==> src/rtl/cdi_pkg.sv <==
package cdi_pkg;

  // configuration register bit positions
  localparam int CFG_LIST_IEN_BIT = 31;
  localparam int CFG_IEN_BIT      = 29;
  localparam int CFG_LEVEL_BIT    = 28;

  // counter register field positions
  localparam int ST_DONE_LSB = 0;
  localparam int ST_ACT_BIT  = 8;
  localparam int ST_PROC_LSB = 16;

  // register byte offsets
  localparam int REG_CFG_OFS = 'h000;
  localparam int REG_CNT_OFS = 'h018;

  typedef struct packed {
    logic list_ien;
    logic ien;
    logic level;
  } irq_cfg_t;

endpackage

==> src/rtl/cdi_csr_decode.sv <==
module cdi_csr_decode
  import cdi_pkg::*;
#(
  parameter int ADDR_W = 12,
  parameter int DATA_W = 32,
  parameter int CNT_W  = 6
) (
  input  logic              clk,
  input  logic              rst_n,
  input  logic              wr_i,
  input  logic [ADDR_W-1:0] addr_i,
  input  logic [DATA_W-1:0] wdata_i,
  input  logic [CNT_W-1:0]  done_i,
  input  logic [CNT_W-1:0]  proc_i,
  input  logic              act_i,
  output irq_cfg_t          cfg_o,
  output logic              cnt_wr_o,
  output logic [CNT_W-1:0]  proc_wdata_o,
  output logic              act_wdata_o,
  output logic [DATA_W-1:0] rdata_o
);

  localparam logic [ADDR_W-1:0] CFG_ADDR = ADDR_W'(REG_CFG_OFS);
  localparam logic [ADDR_W-1:0] CNT_ADDR = ADDR_W'(REG_CNT_OFS);

  logic     sel_cfg, sel_cnt;
  irq_cfg_t cfg_q;

  assign sel_cfg = (addr_i == CFG_ADDR);
  assign sel_cnt = (addr_i == CNT_ADDR);

  always_ff @(posedge clk or negedge rst_n) begin
    if (!rst_n) begin
      cfg_q <= '0;
    end else if (wr_i && sel_cfg) begin
      cfg_q.list_ien <= wdata_i[CFG_LIST_IEN_BIT];
      cfg_q.ien      <= wdata_i[CFG_IEN_BIT];
      cfg_q.level    <= wdata_i[CFG_LEVEL_BIT];
    end
  end

  assign cfg_o        = cfg_q;
  assign cnt_wr_o     = wr_i && sel_cnt;
  assign proc_wdata_o = wdata_i[ST_PROC_LSB +: CNT_W];
  assign act_wdata_o  = wdata_i[ST_ACT_BIT];

  always_comb begin
    rdata_o = '0;
    if (sel_cfg) begin
      rdata_o[CFG_LIST_IEN_BIT] = cfg_q.list_ien;
      rdata_o[CFG_IEN_BIT]      = cfg_q.ien;
      rdata_o[CFG_LEVEL_BIT]    = cfg_q.level;
    end else if (sel_cnt) begin
      rdata_o[ST_DONE_LSB +: CNT_W] = done_i;
      rdata_o[ST_ACT_BIT]           = act_i;
      rdata_o[ST_PROC_LSB +: CNT_W] = proc_i;
    end
  end

endmodule

==> src/rtl/cdi_counter_core.sv <==
module cdi_counter_core #(
  parameter int CNT_W = 6
) (
  input  logic             clk,
  input  logic             rst_n,
  input  logic             cancel_i,
  input  logic             evt_i,
  input  logic             cnt_wr_i,
  input  logic [CNT_W-1:0] proc_wdata_i,
  input  logic             act_wdata_i,
  output logic [CNT_W-1:0] done_o,
  output logic [CNT_W-1:0] proc_o,
  output logic             act_o
);

  localparam logic [CNT_W-1:0] ONE = CNT_W'(1);

  logic [CNT_W-1:0] done_q, proc_q;
  logic             act_q;

  // done count: hardware owned, software writes never touch it
  always_ff @(posedge clk or negedge rst_n) begin
    if (!rst_n)        done_q <= '0;
    else if (cancel_i) done_q <= '0;
    else if (evt_i)    done_q <= done_q + ONE;
  end

  // processed count: software owned
  always_ff @(posedge clk or negedge rst_n) begin
    if (!rst_n)        proc_q <= '0;
    else if (cancel_i) proc_q <= '0;
    else if (cnt_wr_i) proc_q <= proc_wdata_i;
  end

  // interrupt-active flag: an event wins over a clearing write
  always_ff @(posedge clk or negedge rst_n) begin
    if (!rst_n)        act_q <= 1'b0;
    else if (cancel_i) act_q <= 1'b0;
    else if (evt_i)    act_q <= 1'b1;
    else if (cnt_wr_i) act_q <= act_wdata_i;
  end

  assign done_o = done_q;
  assign proc_o = proc_q;
  assign act_o  = act_q;

endmodule

==> src/rtl/cdi_irq_gen.sv <==
module cdi_irq_gen
  import cdi_pkg::*;
#(
  parameter int CNT_W = 6
) (
  input  logic             clk,
  input  logic             rst_n,
  input  logic             cancel_i,
  input  irq_cfg_t         cfg_i,
  input  logic             list_mode_i,
  input  logic             evt_i,
  input  logic             act_i,
  input  logic [CNT_W-1:0] done_i,
  input  logic [CNT_W-1:0] proc_i,
  output logic             irq_o
);

  logic enabled, pending, level_irq, pulse_q;

  assign enabled   = cfg_i.ien && (!list_mode_i || cfg_i.list_ien);
  // modulo difference is nonzero exactly when the counts differ
  assign pending   = (done_i - proc_i) != '0;
  assign level_irq = enabled && (act_i || pending);

  always_ff @(posedge clk or negedge rst_n) begin
    if (!rst_n) pulse_q <= 1'b0;
    else        pulse_q <= enabled && evt_i && !cancel_i;
  end

  assign irq_o = cfg_i.level ? level_irq : pulse_q;

endmodule

==> src/rtl/cmd_done_irq.sv <==
module cmd_done_irq
  import cdi_pkg::*;
#(
  parameter int ADDR_W = 12,
  parameter int DATA_W = 32,
  parameter int CNT_W  = 6
) (
  input  logic              clk,
  input  logic              rst_n,
  input  logic              cancel_i,
  input  logic              list_mode_i,
  input  logic              evt_i,
  input  logic              csr_wr_i,
  input  logic [ADDR_W-1:0] csr_addr_i,
  input  logic [DATA_W-1:0] csr_wdata_i,
  output logic [DATA_W-1:0] csr_rdata_o,
  output logic              irq_o
);

  irq_cfg_t         cfg_w;
  logic             cnt_wr_w, act_wdata_w, act_w;
  logic [CNT_W-1:0] proc_wdata_w, done_w, proc_w;

  cdi_csr_decode #(
    .ADDR_W(ADDR_W), .DATA_W(DATA_W), .CNT_W(CNT_W)
  ) u_csr (
    .clk          (clk),
    .rst_n        (rst_n),
    .wr_i         (csr_wr_i),
    .addr_i       (csr_addr_i),
    .wdata_i      (csr_wdata_i),
    .done_i       (done_w),
    .proc_i       (proc_w),
    .act_i        (act_w),
    .cfg_o        (cfg_w),
    .cnt_wr_o     (cnt_wr_w),
    .proc_wdata_o (proc_wdata_w),
    .act_wdata_o  (act_wdata_w),
    .rdata_o      (csr_rdata_o)
  );

  cdi_counter_core #(.CNT_W(CNT_W)) u_core (
    .clk          (clk),
    .rst_n        (rst_n),
    .cancel_i     (cancel_i),
    .evt_i        (evt_i),
    .cnt_wr_i     (cnt_wr_w),
    .proc_wdata_i (proc_wdata_w),
    .act_wdata_i  (act_wdata_w),
    .done_o       (done_w),
    .proc_o       (proc_w),
    .act_o        (act_w)
  );

  cdi_irq_gen #(.CNT_W(CNT_W)) u_irq (
    .clk         (clk),
    .rst_n       (rst_n),
    .cancel_i    (cancel_i),
    .cfg_i       (cfg_w),
    .list_mode_i (list_mode_i),
    .evt_i       (evt_i),
    .act_i       (act_w),
    .done_i      (done_w),
    .proc_i      (proc_w),
    .irq_o       (irq_o)
  );

endmodule

==> config.mk <==
export PLATFORM = sky130hd
export DESIGN_NAME = cmd_done_irq
export DESIGN_NICKNAME = d
export VERILOG_FILES = /design/src/rtl/cdi_pkg.sv /design/src/rtl/cdi_csr_decode.sv /design/src/rtl/cdi_counter_core.sv /design/src/rtl/cdi_irq_gen.sv /design/src/rtl/cmd_done_irq.sv
export SDC_FILE = /design/constraint.sdc
export NUM_CORES = 1
export LEC_CHECK = 0
export ABC_CLOCK_PERIOD_IN_PS = 1390
export BUFFER_PORTS_ARGS = -buffer_cell sky130_fd_sc_hd__buf_4
export CAP_MARGIN = 20
export CORE_ASPECT_RATIO = 1.4
export CORE_MARGIN = 5
export CORE_UTILIZATION = 37
export DETAILED_ROUTE_END_ITERATION = 8
export PLACE_DENSITY = 0.76
export RECOVER_POWER = 100
export SETUP_SLACK_MARGIN = 0.05
export SYNTH_ARGS = -nofsm -noshare
export SYNTH_HDL_FRONTEND = slang
export SYNTH_SLANG_ARGS = --single-unit
==> constraint.sdc <==
create_clock -name clk -period 1.39 [get_ports clk]
set_input_delay 0.2085 -clock clk [delete_from_list [all_inputs] [get_ports clk]]
set_output_delay 0.2085 -clock clk [all_outputs]
set_load 0.02 [all_outputs]
After elaboration in Yosys (flattened, before gate mapping):

Cells that the tools add are included.

* add/sub/neg operators: 2
* multiply operators: 0
* divide/modulo/power cells: 0
* magnitude comparators: 0
* equality and inequality tests: 1
* shift operators: 0
* mux-type cells: 16
* bitwise operators: 0
* reductions and logical operators: 15

Operators with widths (count)
* $mux W6: 8
* $eq A12 B5 Y1 const B: 1
* $logic_not A12 Y1: 1
* $mux W1: 7
* $add A6 B1 Y6 const B: 1
* $logic_and A1 B1 Y1: 6
* $reduce_bool A6 Y1: 1
* $sub A6 B6 Y6: 1
* $reduce_bool A2 Y1: 2
* $reduce_bool A3 Y1: 1
* $logic_not A1 Y1: 2
* $logic_or A1 B1 Y1: 2
* $mux W2: 1

* bits in registers: 17
* bits in latches: 0
* RAM bits: 0
* ROM bits: 0
* input port bits: 50
* output and inout port bits: 33
* logic and storage cells: 41
* memories kept: 0

Depth between registers and ports, before layout:

* word-level depth: 5
* depth in mapped cells: 6

By module:

From an unflattened synthesis, not the netlist that was laid out.

* cell total of the unflattened synthesis: 133
* area, all modules: 1292.5 sq um

By module, submodules not included
* cdi_counter_core: times used 1, cells an instance 49, area an instance 573.0 sq um, sequential area each 325.3 sq um
* cdi_csr_decode: times used 1, cells an instance 55, area an instance 493.0 sq um, sequential area each 75.1 sq um
* cdi_irq_gen: times used 1, cells an instance 29, area an instance 226.5 sq um, sequential area each 25.0 sq um

Worst setup path after synthesis:

Ideal clock, no wire load.

* path kind: register to output
* from: register u_core.done_q[0], in the netlist u_core.done_o[0]
* to: output port irq_o
* arrival: 1423 ps
* required time: 1182 ps
* setup slack: -242 ps
* cell stages (with the launch flop): 7
* buffers on the path: 0
* cells stage by stage: dfrtp_1 -> inv_1 -> ha_1 -> and4b_1 -> o21ai_0 -> a221oi_1 -> a32oi_1

* word-level cells in the longest chain between the ends: 5

RTL lines
* start: declaration: RTL line cdi_counter_core.sv:18 `logic [CNT_W-1:0] done_q, proc_q;`
* start signal: assignment: RTL line cdi_counter_core.sv:25 `else if (evt_i) done_q <= done_q + ONE;`
* $sub A6 B6 Y6: RTL line cdi_irq_gen.sv:22 `assign pending = (done_i - proc_i) != '0;`
* $reduce_bool A6 Y1: RTL line cdi_irq_gen.sv:22
* $logic_or A1 B1 Y1: RTL line cdi_irq_gen.sv:23 `assign level_irq = enabled && (act_i || pending);`
* $logic_and A1 B1 Y1: RTL line cdi_irq_gen.sv:23
* $mux W1: RTL line cdi_irq_gen.sv:30 `assign irq_o = cfg_i.level ? level_irq : pulse_q;`
* end: declaration: RTL line cmd_done_irq.sv:17 `output logic irq_o`

No other way between the ends.

Final worst setup path:

* from: register u_core.proc_q[1], in the netlist u_core.proc_o[1]
* to: output port irq_o

* word-level cells in the longest chain between the ends: 5

RTL lines
* start: declaration: RTL line cdi_counter_core.sv:18
* start signal: assignment: RTL line cdi_counter_core.sv:32 `else if (cnt_wr_i) proc_q <= proc_wdata_i;`
* $sub A6 B6 Y6: RTL line cdi_irq_gen.sv:22
* $reduce_bool A6 Y1: RTL line cdi_irq_gen.sv:22
* $logic_or A1 B1 Y1: RTL line cdi_irq_gen.sv:23
* $logic_and A1 B1 Y1: RTL line cdi_irq_gen.sv:23
* $mux W1: RTL line cdi_irq_gen.sv:30

No other way between the ends.

==> results.md <==
* Mapped Area at 0.00119 mm^2
* Failing checks: negative setup slack
* CTS tree: built
* Htree depth at 1
* WL final at 3420 um
* Post-synth top flop: dfrtp_1
* Reg-to-Reg End: u_core.done_o[5]$_DFFE_PN0P_
* RSZ-0062 raised after global routing: true
* Crit start category: register
* Worst vdd ir at 0.679 mV
* First-pass GRT wire length at 5530 um
* Area of the multi-input gates at 812 um^2
* Worst Hold Launch: csr_wdata_i[31]
* Worst R2R Setup Slack at 0.15 ns
* Crit path max fanout at 2
* Gate Count Post-Synth at between 100 and 150
* Setup crit end kind: output pin
* Critical path type: reg2out
* Min-Delay Path Class: in2reg
* Site Rows at 24
* Final Non-Filler Cells at between 200 and 250
* Grt ovf at 0
* Met2 track utilization from global routing at 30.5%
* Netlist cell types at 32
* Vias at 1139
* Reg area at 425 um^2
* R2R cell count at 4
* Fin worst setup slack at -0.614 ns
* Met1 usage at 16.3%
* Seq cells post-synth at 17
* Required @ worst endpoint at 1.18 ns
* Vias in the first global route at 1241
* DR pass1 iterations at 4
* Via/cell ratio at approximately 4.8
* FILL cells at 234
* WHS Endpoint: u_csr.cfg_o[2]$_DFFE_PN0P_
* Synth-to-layout area growth at 66.6%
* DP Wirelength at between 2000 and 3000 um
* Pwr/cell area at 549 mW/mm^2
* Leakage at 1.04 nW
* Initial Utilization at 38.3%
* Period utilisation layout at 144%
* Die ar. at 0.00445 mm^2
* CORE AREA at 0.00309 mm^2
* Warnings, synthesis at 0
* Critical path arrival at about 1.8 ns
* Die H at between 70 and 80 um
* Status: finished, violations left
* Tot GR Track Use at 15.6%
* Clk pin slew, worst setup/hold paths at 0.06 ns
* Final #Nets at 256
* Chip Width at roughly 58 um
* Diode count at 0
* Hold_ws at around 0.17 ns
* Port bufs at 44
* Post-synth EDFFs at 0
* First DRT Iteration DRCs at 21
* WL/cell at between 10 and 15 um
* Layout cells sized above 1 at around 53%
* Clock Skews at 0.00265 ns
* Hold Vio Cnt, Final at 0
* Tmin final at 2.00 ns
* Max_cap viols at 0
* Clock sinks at 17
* WHS Path Cells at 2
* GRT Max-Usage Layer: met2
* Routed Antenna Nets at 0
* Met3 usage at 2.35%
* Dpl ws at -0.303 ns
* Placement Cell Area at around 0.0017 mm^2
* Sequential fraction of the synthesis area at 35.9%
* Worst-case clock buffer depth at 2
* Final Slew Violations at 0
* Max Freq at 499 MHz
* Inst Count DP at ~230
* Avg Inst Size Synth at 9.34 um^2
* Drc violations at 0
* Final setup viols at 17
* Final core utilization at 63.9%
* Post-route cell area at 0.00198 mm^2
* CTS root buf: clkbuf_8
* Cts bufs inserted at 3
* Number of I/O pins at 83
* Ys async rst share at 100%
* FF-to-FF Start: u_core.done_o[0]$_DFFE_PN0P_
* Pin count of the biggest net entering global routing at 18
* Placer Congestion at 0.753
* Antenna violations before repair at 0
* Worst-Skew Late Latency at between 0.2 and 0.3 ns
## report_power, final
part | internal (mW) | switching, mW | total, mW
logic | 0.0966 | 0.120 | 0.216
clock network | 0.199 | 0.161 | 0.360
registers | 0.503 | 0.00545 | 0.509
total | 0.798 | 0.286 | 1.08
## worst max path at each step
stage / startpoint / to / slack [ns] / cells past startpoint
after floorplan: u_core.done_o[0]$_DFFE_PN0P_ / irq_o / -0.12 / 6
after global placement: u_core.proc_o[1]$_DFFE_PN0P_ / irq_o / -0.21 / 7
after detailed placement: u_core.proc_o[3]$_DFFE_PN0P_ / irq_o / -0.30 / 7
after CTS: u_core.done_o[0]$_DFFE_PN0P_ / irq_o / -0.58 / 7
after global routing: u_core.proc_o[1]$_DFFE_PN0P_ / irq_o / -0.70 / 7
final: u_core.proc_o[1]$_DFFE_PN0P_ / irq_o / -0.61 / 7
## final cells by class
type | count | share of cell area, %
clock inverter | 1 | 0.253
sequential | 17 | 21.5
timing repair buffer | 71 | 31.2
inverter | 7 | 1.33
multi-input combinational | 100 | 41.1
tap | 39 | 2.47
clock buffer | 3 | 2.09
## cells by family after synthesis
logic type / after synthesis / share of synthesized area, %
simple gates: 53 / 26.2
buf+inv: 25 / 13.1
flops: 17 / 35.9
mux: 10 / 8.76
compound gates: 9 / 5.06
fa+ha+maj: 6 / 6.33
xor+xnor: 6 / 4.43
other cells: 1 / 0.316
## routing by layer
metal	share of wire, %	up-vias
met2	59	35
met4	1.9	0
met1	35	546
met5	0	-
li1	-	550
met3	4.2	8
## worst max-delay path, stage by stage (launching register included)
cell and delay [ns]:
dfrtp_1 0.38, inv_2 0.05, ha_1 0.30, and4b_1 0.23, o21ai_2 0.08, a221oi_4 0.21, a32oi_2 0.13, buf_4 0.17
## cell usage after synthesis, types with 2 or more instances
cell	number	area [um^2]
xnor2_1	2	17.5
mux2i_1	7	70.1
nand3_1	2	10.0
and2_1	11	68.8
o21ai_0	3	15.0
nand2b_1	2	12.5
nor4_4	2	42.5
nand2_1	4	15.0
mux2_1	3	33.8
nor2_1	18	67.6
xor2_1	4	35.0
nand4_1	2	12.5
buf_4	16	120
nor3_1	6	30.0
inv_1	7	26.3
dfrtp_1	17	425
ha_1	6	75.1
## cell usage in the layout, fill, tap and decap left out, drive strengths merged, types with 2 or more instances in the layout
cell type  instances
nor3               6
mux2i              7
nand2b             2
nand3              2
buf               69
nand2              4
mux2               3
dfrtp             17
inv                7
nor4               2
xnor2              2
nand4              3
clkbuf             4
ha                 6
o21ai              3
nor2              18
xor2               4
conb              16
and2              11
## stage by stage
step	TNS, ns	power (mW)
floorplan	-0.376	0.634
global placement	-3.77	0.704
detailed placement	-4.43	0.710
CTS	-1.98	1.08
global route	-3.19	1.14
finish	-2.07	1.08
## sequential cells by signal (all words and copies together), names as in the netlist
name / flops
u_csr.cfg_o: 3
u_irq.pulse_q: 1
u_core.done_o: 6
u_core.proc_o: 6
u_core.act_o: 1
## what timing repair did
action                                  4_1_cts  5_1_grt
setup buffers                                 4        3
resized for setup                            33       13
pin swaps                                    17       12
hold buffers                                  1        0
hold endpoints to repair                     17        0
endpoints found under the setup margin       20       28
Power figures use the tool's default switching activity.
